### src/rtl/xcnt_pkg.sv
// Shared constants for the reloadable transfer counter.
// Assumes byte-wide registers; address map beyond the count bytes is derived in the top.
package xcnt_pkg;
    localparam int BYTE_W       = 8;
    localparam int CMD_DMA_BIT  = 7;
    localparam int STAT_TC_BIT  = 4;
    localparam logic [BYTE_W-1:0] INTR_BUS_SVC = 8'h10;
endpackage

### src/rtl/xcnt_shadow_regs.sv
// Host-written shadow copies of the count bytes plus the written-once flag
// of the top byte. Assumes one register write per cycle.
module xcnt_shadow_regs #(
    parameter int BYTES  = 3,
    parameter int ADDR_W = 3
) (
    input  logic                        clk,
    input  logic                        rst_n,
    input  logic                        reg_wr,
    input  logic [ADDR_W-1:0]           reg_addr,
    input  logic [xcnt_pkg::BYTE_W-1:0] reg_wdata,
    output logic [BYTES*xcnt_pkg::BYTE_W-1:0] shadow_q,
    output logic                        hi_written_q
);
    import xcnt_pkg::*;

    localparam logic [ADDR_W-1:0] HI_ADDR = ADDR_W'(BYTES - 1);

    for (genvar i = 0; i < BYTES; i++) begin : g_byte
        // Capture a host write into shadow byte i.
        always_ff @(posedge clk) begin
            if (!rst_n) begin
                shadow_q[i*BYTE_W +: BYTE_W] <= '0;
            end else if (reg_wr && (reg_addr == ADDR_W'(i))) begin
                shadow_q[i*BYTE_W +: BYTE_W] <= reg_wdata;
            end
        end
    end

    // Remember that the top count byte has been written since reset.
    always_ff @(posedge clk) begin
        if (!rst_n) begin
            hi_written_q <= 1'b0;
        end else if (reg_wr && (reg_addr == HI_ADDR)) begin
            hi_written_q <= 1'b1;
        end
    end
endmodule

### src/rtl/xcnt_live_counter.sv
// Live down-counter with reload, completion and terminal-count flag.
// Priority per cycle: reload, then done, then decrement. Decrement stops at zero.
module xcnt_live_counter #(
    parameter int CNT_W = 24
) (
    input  logic                        clk,
    input  logic                        rst_n,
    input  logic                        reload,
    input  logic [CNT_W-1:0]            shadow,
    input  logic                        done,
    input  logic                        dec,
    input  logic                        cnt_wr,
    output logic [CNT_W-1:0]            live_q,
    output logic                        tc_q,
    output logic [xcnt_pkg::BYTE_W-1:0] intr_q,
    output logic                        side_clr_q
);
    import xcnt_pkg::*;

    logic live_zero;
    logic hit_zero;

    assign live_zero = (live_q == '0);
    assign hit_zero  = dec && (live_q == CNT_W'(1)) && !done && !reload;

    // Update the live count.
    always_ff @(posedge clk) begin
        if (!rst_n) begin
            live_q <= '0;
        end else if (reload) begin
            live_q <= shadow;
        end else if (done) begin
            live_q <= '0;
        end else if (dec && !live_zero) begin
            live_q <= live_q - CNT_W'(1);
        end
    end

    // Terminal-count flag: set on completion or reaching zero, cleared by count writes.
    always_ff @(posedge clk) begin
        if (!rst_n) begin
            tc_q <= 1'b0;
        end else if (reload) begin
            tc_q <= 1'b0;
        end else if (done || hit_zero) begin
            tc_q <= 1'b1;
        end else if (cnt_wr) begin
            tc_q <= 1'b0;
        end
    end

    // Interrupt code: bus-service on completion, cleared by a reload.
    always_ff @(posedge clk) begin
        if (!rst_n) begin
            intr_q <= '0;
        end else if (reload) begin
            intr_q <= '0;
        end else if (done) begin
            intr_q <= INTR_BUS_SVC;
        end
    end

    // One-cycle pulse to neighbours after an accepted completion.
    always_ff @(posedge clk) begin
        if (!rst_n) begin
            side_clr_q <= 1'b0;
        end else begin
            side_clr_q <= done && !reload;
        end
    end
endmodule

### src/rtl/xcnt_len_calc.sv
// Effective length (zero means ZERO_LEN) and the length that will move.
// Assumes ZERO_LEN fits in CNT_W bits.
module xcnt_len_calc #(
    parameter int CNT_W    = 24,
    parameter int ZERO_LEN = 65536
) (
    input  logic [CNT_W-1:0] live,
    input  logic [CNT_W-1:0] rem_size,
    output logic [CNT_W-1:0] eff_len,
    output logic [CNT_W-1:0] xfer_len
);
    localparam logic [CNT_W-1:0] ZERO_VAL = CNT_W'(ZERO_LEN);

    // Map a zero count to the full-length value, then clip to the remaining size.
    always_comb begin
        eff_len  = (live == '0) ? ZERO_VAL : live;
        xfer_len = (rem_size < eff_len) ? rem_size : eff_len;
    end
endmodule

### src/rtl/xcnt_top.sv
// Transfer-count register set: shadows, live counter, length calculation
// and the byte-wide register read mux. Reads are combinational from state.
module xcnt_top #(
    parameter int                 BYTES    = 3,
    parameter int                 ADDR_W   = 3,
    parameter int                 ZERO_LEN = 65536,
    parameter logic [7:0]         CHIP_ID  = 8'hA2
) (
    input  logic                  clk,
    input  logic                  rst_n,
    input  logic                  reg_wr,
    input  logic [ADDR_W-1:0]     reg_addr,
    input  logic [7:0]            reg_wdata,
    output logic [7:0]            reg_rdata,
    input  logic                  dec_req,
    input  logic                  xfer_done,
    input  logic [BYTES*8-1:0]    rem_size,
    output logic [BYTES*8-1:0]    eff_len_o,
    output logic [BYTES*8-1:0]    xfer_len_o,
    output logic                  term_cnt_o,
    output logic [7:0]            intr_code_o,
    output logic                  side_clr_o
);
    import xcnt_pkg::*;

    localparam int CNT_W = BYTES * BYTE_W;
    localparam logic [ADDR_W-1:0] CMD_ADDR  = ADDR_W'(BYTES);
    localparam logic [ADDR_W-1:0] STAT_ADDR = ADDR_W'(BYTES + 1);
    localparam logic [ADDR_W-1:0] INTR_ADDR = ADDR_W'(BYTES + 2);

    logic [CNT_W-1:0] shadow;
    logic             hi_written;
    logic [CNT_W-1:0] live_cnt;
    logic             tc_flag;
    logic             cmd_reload;
    logic             cnt_wr;

    assign cmd_reload = reg_wr && (reg_addr == CMD_ADDR) && reg_wdata[CMD_DMA_BIT];
    assign cnt_wr     = reg_wr && (reg_addr < ADDR_W'(BYTES));

    xcnt_shadow_regs #(.BYTES(BYTES), .ADDR_W(ADDR_W)) u_shadow (
        .clk          (clk),
        .rst_n        (rst_n),
        .reg_wr       (reg_wr),
        .reg_addr     (reg_addr),
        .reg_wdata    (reg_wdata),
        .shadow_q     (shadow),
        .hi_written_q (hi_written)
    );

    xcnt_live_counter #(.CNT_W(CNT_W)) u_live (
        .clk        (clk),
        .rst_n      (rst_n),
        .reload     (cmd_reload),
        .shadow     (shadow),
        .done       (xfer_done),
        .dec        (dec_req),
        .cnt_wr     (cnt_wr),
        .live_q     (live_cnt),
        .tc_q       (tc_flag),
        .intr_q     (intr_code_o),
        .side_clr_q (side_clr_o)
    );

    xcnt_len_calc #(.CNT_W(CNT_W), .ZERO_LEN(ZERO_LEN)) u_len (
        .live     (live_cnt),
        .rem_size (rem_size),
        .eff_len  (eff_len_o),
        .xfer_len (xfer_len_o)
    );

    assign term_cnt_o = tc_flag;

    // Register read mux; the top count byte returns the ID until first written.
    always_comb begin
        reg_rdata = '0;
        for (int i = 0; i < BYTES; i++) begin
            if (reg_addr == ADDR_W'(i)) begin
                if ((i == BYTES - 1) && !hi_written) begin
                    reg_rdata = CHIP_ID;
                end else begin
                    reg_rdata = live_cnt[i*BYTE_W +: BYTE_W];
                end
            end
        end
        if (reg_addr == STAT_ADDR) begin
            reg_rdata[STAT_TC_BIT] = tc_flag;
        end
        if (reg_addr == INTR_ADDR) begin
            reg_rdata = intr_code_o;
        end
    end
endmodule

### config.mk
export PLATFORM = sky130hd
export DESIGN_NAME = xcnt_top
export DESIGN_NICKNAME = d
export VERILOG_FILES = /design/src/rtl/xcnt_pkg.sv /design/src/rtl/xcnt_shadow_regs.sv /design/src/rtl/xcnt_live_counter.sv /design/src/rtl/xcnt_len_calc.sv /design/src/rtl/xcnt_top.sv
export SDC_FILE = /design/constraint.sdc
export NUM_CORES = 1
export LEC_CHECK = 0
export ABC_AREA = 1
export BUFFER_PORTS_ARGS = -buffer_cell sky130_fd_sc_hd__buf_2
export CAP_MARGIN = 0
export CELL_PAD_IN_SITES_DETAIL_PLACEMENT = 0
export CELL_PAD_IN_SITES_GLOBAL_PLACEMENT = 1
export CORE_ASPECT_RATIO = 1.4
export CORE_MARGIN = 3
export CORE_UTILIZATION = 37
export DETAILED_ROUTE_END_ITERATION = 7
export HOLD_SLACK_MARGIN = 0.05
export PLACE_DENSITY_LB_ADDON = 0.1
export SYNTH_ARGS = -nofsm -noshare
export SYNTH_HDL_FRONTEND = slang
export SYNTH_HIERARCHICAL = 1
export SYNTH_SLANG_ARGS = --single-unit
### constraint.sdc
create_clock -name clk -period 3.1 [get_ports clk]
set_input_delay 0.62 -clock clk [delete_from_list [all_inputs] [get_ports clk]]
set_output_delay 0.62 -clock clk [all_outputs]
set_load 0.005 [all_outputs]
Yosys cells after proc, flatten, opt, wreduce, memory -nomap -nowiden
Index checks and enable logic that the tools add are counted.

cells by class
  magnitude comparators = 2
  eq/ne operators = 6
  muxes and demuxes = 13
  $add $sub $neg = 1
  bitwise gates (word level) = 1
  reductions and logical operators = 20

operators by type and width
  cell                     count
  $mux W24                 5
  $mux W8                  5
  $eq A24 B1 Y1 const B    1
  $logic_not A24 Y1        1
  $lt A24 B24 Y1           1
  $sub A24 B1 Y24 const B  1
  $logic_and A1 B1 Y1      11
  $eq A3 B2 Y1 const B     2
  $eq A3 B3 Y1 const B     2
  $eq A3 B1 Y1 const B     1
  $logic_not A1 Y1         3
  $logic_not A3 Y1         1
  $lt A3 B2 Y1 const B     1
  $mux W1                  3
  $reduce_bool A3 Y1       1
  $reduce_bool A2 Y1       1
  $reduce_or A2 Y1         1
  $logic_or A1 B1 Y1       1
  $not A1 Y1               1

word-level totals
  logic and storage cells = 51
  register bits = 52
  output and inout port bits = 66

Depth between registers and ports, before layout
  depth after elaboration = 7
  gate-level depth with buffers = 18
  depth with buffers taken out = 17

Cells and area by module
The synthesis kept the hierarchy.

by module, submodules not included
  module             cells an instance  area each (µm²)  instances  seq. area each (µm²)
  xcnt_live_counter  382                2117.0           1          540.5
  xcnt_len_calc      224                1157.4           1          0.0
  xcnt_shadow_regs   150                1069.8           1          500.5
  xcnt_top           59                 302.8            1          0.0

Least setup slack after synthesis
Ideal clock, no wire load.

  path kind = register -> output
  start = register u_live.live_q[0]
  end = output port xfer_len_o[10]
  setup slack = 400 ps
  arrival time = 2080 ps
  buffers on the path = 1
  cell stages (with the launch flop) = 15
  path through = dfxtp_1 > or2_2 > nor3_1 > nand3_1 > nand2_1 > inv_1 > ha_1 > nand2_1 > inv_1 > nand3_1 > inv_1 > a21oi_4 > buf_4 > nand3_1 > nand2_1

on the way
  word-level cells in the longest chain between the ends = 4

RTL lines
  what                    RTL line                 RTL
  from (decl)             xcnt_live_counter.sv:13  output logic [CNT_W-1:0] live_q,
  from (signal assigned)  xcnt_live_counter.sv:31  live_q <= shadow;
  from (signal assigned)  xcnt_live_counter.sv:35  live_q <= live_q - CNT_W'(1);
  $logic_not A24 Y1       xcnt_len_calc.sv:16      eff_len = (live == '0) ? ZERO_VAL : live;
  $mux W24                xcnt_len_calc.sv:16
  via eff_len_o[16]       xcnt_top.sv:18           output logic [BYTES*8-1:0] eff_len_o,
  $lt A24 B24 Y1          xcnt_len_calc.sv:17      xfer_len = (rem_size < eff_len) ? rem_size : eff_len;
  $mux W24                xcnt_len_calc.sv:17
  to (decl)               xcnt_top.sv:19           output logic [BYTES*8-1:0] xfer_len_o,

The timed path passes the listed nets, and every way through them passes these cells.

Worst setup path after layout
  start = register u_live.live_q[3]
  end = output port xfer_len_o[16]

on the way
  word-level cells in the longest chain between the ends = 4

RTL lines
  what               RTL line
  $logic_not A24 Y1  xcnt_len_calc.sv:16
  $mux W24 (*)       xcnt_len_calc.sv:16
  $lt A24 B24 Y1     xcnt_len_calc.sv:17
  $mux W24 (*)       xcnt_len_calc.sv:17

Mark *: on every way between the ends. The rest lies on a longest branch, timed or not.

==> results.yml <==
critical_path:
  cp.arrival_ns: 2.52
  r2r_end: "u_live/live_q[0]"
  crit_required_ns: 2.48
  crit_type: "reg -> out"
  timing.rr.start: "u_live/live_q[18]"
  ff2ff_setup_slack_ns: 1.03
  path_max_fanout: 2
  worstSetupEndpointType: "output port"
  reg2reg_depth: 10
  start_kind: "flop"
drt:
  drc_errors: 0
  wirelength_mm: 16.9
  drt_iter0_drc: 262
  wire_per_inst_um: 15.8
  viasPerCell: 5.04
  first_pass_iters: 5
  vias: 5383
  antenna_left: 0
placed_design:
  hpwlAfterDp_mm: 12.9
  place.gp.congestion: 0.867
  dpl_worst_slack_ns: 0.114
  io_buffers: 98
timing:
  maxSlewHeadroom_pct: 47.8
  period_share_pct: 101
  hold_violations: 0
  finalCriticalPeriod_ns: 3.14
  setup_violations: 4
  setup_ws_ns: -0.0360
  worst_slew_pin_slew_ns: 0.781
  grt_setup_unrepaired: "true"
  fmax_ghz: 0.319
  slew_violations: 0
  skew_ns: 0.00320
  holdWs_ns: 0.478
global_routing:
  antenna_found_initial: 0
  grt_pass1_wl_mm: 26.0
  grt_pass1_vias: 4985
  gr-total-overflow: 0
  grt_max_degree: 33
  grt_use_total_pct: 23.4
layout:
  diodes: 0
  synthToLayoutAreaGrowth_pct: 24.6
  drive_gt1_share_pct: 24.8
  nFillCells: 1301
  num-nets-final: 987
worst_hold_path:
  hold_path_depth: 2
  hp-class: "reg -> reg"
  min_from: "u_shadow/shadow_q[7]"
  hold_end: "u_shadow/shadow_q[7]"
power_and_ir_drop:
  p_leak_nw: 3.08
  ir_worst_vdd_mv: 0.206
  cellPowerDensity_nw_per_um2: 408
yosys:
  syn_area_um2: 4650
  yosysWarnings: 6
  synthCells: 815
  syn_avg_cell_area_um2: 5.70
  synth-edff-count: 0
  synth.distinct_cells: 34
  synthFlopType: "dfxtp_1"
  yosysSeqAreaShare_pct: 22.4
  synth-seq-cells: 52
  async_reset_ff_share_pct: 0
clocking:
  cts_sinks: 52
  clock_latency_ns: 0.29
  path_clk_slew_ns: 0.07
  cts_made_buffers: 5
  cts_tree: "built"
  ctsHoldBuffers: 0
  cts_max_path_buffers: 2
  root_buffer: "clkbuf_16"
  cts-htree-levels: 2
flow_run:
  cap_violations: 0
run_status:
  status: "finished, violations left"
  violations: "negative setup slack"
floorplan:
  core_um2: 12100
  dieWidth_um: 101
  fp-row-count: 47
  die_h_um: 139
  num_io_pins: 106
  start_util_pct: 38.5
  fp.dieArea_um2: 14000
[sequential cells by signal, indices dropped and copies added (netlist names)]
register	cells
u_shadow/hi_written_q	1
u_live/live_q	24
u_live/tc_q	1
u_live/intr_q	1
u_shadow/shadow_q	24
u_live/side_clr_q	1
[critical path, stage by stage (launching register included)]
cell and delay [ns]:
dfxtp_1 0.33, inv_1 0.13, nand4_1 0.12, nor2_1 0.06
nand3_2 0.07, nand2_2 0.06, buf_4 0.13, buf_4 0.12
buf_4 0.13, buf_4 0.12, buf_4 0.12, buf_4 0.12
buf_4 0.12, buf_4 0.12, buf_4 0.12, buf_4 0.12
nand2_1 0.06, nand2_1 0.05, buf_2 0.12
[synthesized netlist by cell type, types with 7 or more instances]
| cell type | n | area share, % |
|---|---|---|
| nand4_1 | 26 | 3.5 |
| nand2_1 | 239 | 19 |
| buf_6 | 7 | 1.7 |
| nor2_2 | 15 | 2.0 |
| o21ai_0 | 16 | 1.7 |
| nand3_1 | 100 | 11 |
| a21oi_1 | 19 | 2.0 |
| buf_4 | 10 | 1.6 |
| nor2_1 | 149 | 12 |
| clkbuf_1 | 27 | 2.2 |
| dfxtp_1 | 52 | 22 |
| inv_1 | 84 | 6.8 |
| buf_2 | 11 | 1.2 |
| ha_1 | 26 | 7.0 |
[what timing repair did]
| action | 4_1_cts | 5_1_grt |
|---|---|---|
| gates cloned | 3 | 2 |
| endpoints found under the setup margin | 24 | 25 |
| hold endpoints to repair | 0 | 0 |
| buffers inserted | 15 | 0 |
| pin swaps | 8 | 19 |
| gates resized for setup | 19 | 37 |
[cell families (layout without fill, tap and decap cells)]
group / count (synthesis) / after routing / synth area share [%]
DFF: 52 / 52 / 22.4
and+or+nand+nor: 549 / 550 / 51.2
xor gates and xnor gates: 1 / 1 / 0.189
buffers and inverters: 146 / 244 / 14.4
other: 1 / 7 / 0.0807
adders and majority gates: 26 / 26 / 7.00
AOI/OAI and AO/OA: 40 / 40 / 4.77
[area by class of cell]
| class | count | area, um^2 | share of cell area, % |
|---|---|---|---|
| clock buffer | 5 | 125 | 2.16 |
| sequential | 52 | 1050 | 18.1 |
| inverter | 88 | 335 | 5.79 |
| multi-input combinational | 624 | 3130 | 54.1 |
| tap | 147 | 184 | 3.18 |
| timing repair buffer | 150 | 938 | 16.2 |
| clock inverter | 1 | 30.0 | 0.518 |
[layer usage]
layer | wire, um | up-vias | GRT usage, %
li1 | - | 2738 | -
met1 | 6770 | 2420 | 27.8
met2 | 8860 | 198 | 43.1
met3 | 820 | 27 | 2.21
met4 | 443 | 0 | 7.24
met5 | 0 | - | 0
[placed cells by master, fill, tap and decap left out, types with 5 or more instances in the layout]
master,Yosys,final
ha_1,26,25
nand2_1,239,235
nand4_1,26,26
clkbuf_16,0,6
nor2_1,149,148
inv_1,84,78
nor2_2,15,15
inv_2,3,9
buf_2,11,99
buf_4,10,42
buf_6,7,6
nand3_1,100,83
nand2_2,3,6
dfxtp_2,0,5
dfxtp_1,52,47
a21oi_1,19,19
nand3_2,1,18
o21ai_0,16,16
conb_1,1,7
[worst max path at each step]
stage | startpoint | to | slack (ns)
finish | u_live/live_q[3] | xfer_len_o[16] | -0.04
CTS | u_live/live_q[9] | xfer_len_o[9] | 0.002
detailed placement | u_live/live_q[0] | xfer_len_o[2] | 0.11
global route | u_live/live_q[1] | xfer_len_o[21] | -0.15
global placement | u_live/live_q[0] | xfer_len_o[16] | 0.17
floorplan | u_live/live_q[0] | xfer_len_o[10] | 0.40
[where the power goes]
| group | internal, W | switching [W] | leakage [nW] |
|---|---|---|---|
| Sequential | 0.000711 | 0.0000227 | 0.428 |
| Clock | 0.000372 | 0.000237 | 0.0757 |
| Combinational | 0.000386 | 0.000636 | 2.58 |
| Total | 0.00147 | 0.000896 | 3.08 |
[stage by stage]
| step | instance area, um^2 | total power [W] | instances | util [%] | TNS [ns] |
|---|---|---|---|---|---|
| 3_5_place_dp | 5260 | 0.00166 | 1041 | 43.6 | 0 |
| 3_3_place_gp | 5260 | 0.00165 | 1041 | 43.6 | 0 |
| 2_1_floorplan | 4670 | 0.00136 | 821 | - | 0 |
| 6_report | 5790 | 0.00237 | 1067 | 48.0 | -0.0636 |
| 4_1_cts | 5600 | 0.00234 | 1065 | 46.4 | 0 |
| 5_1_grt | 5790 | 0.00252 | 1067 | 48.0 | -2.89 |
(Power assumes the default switching activity.)
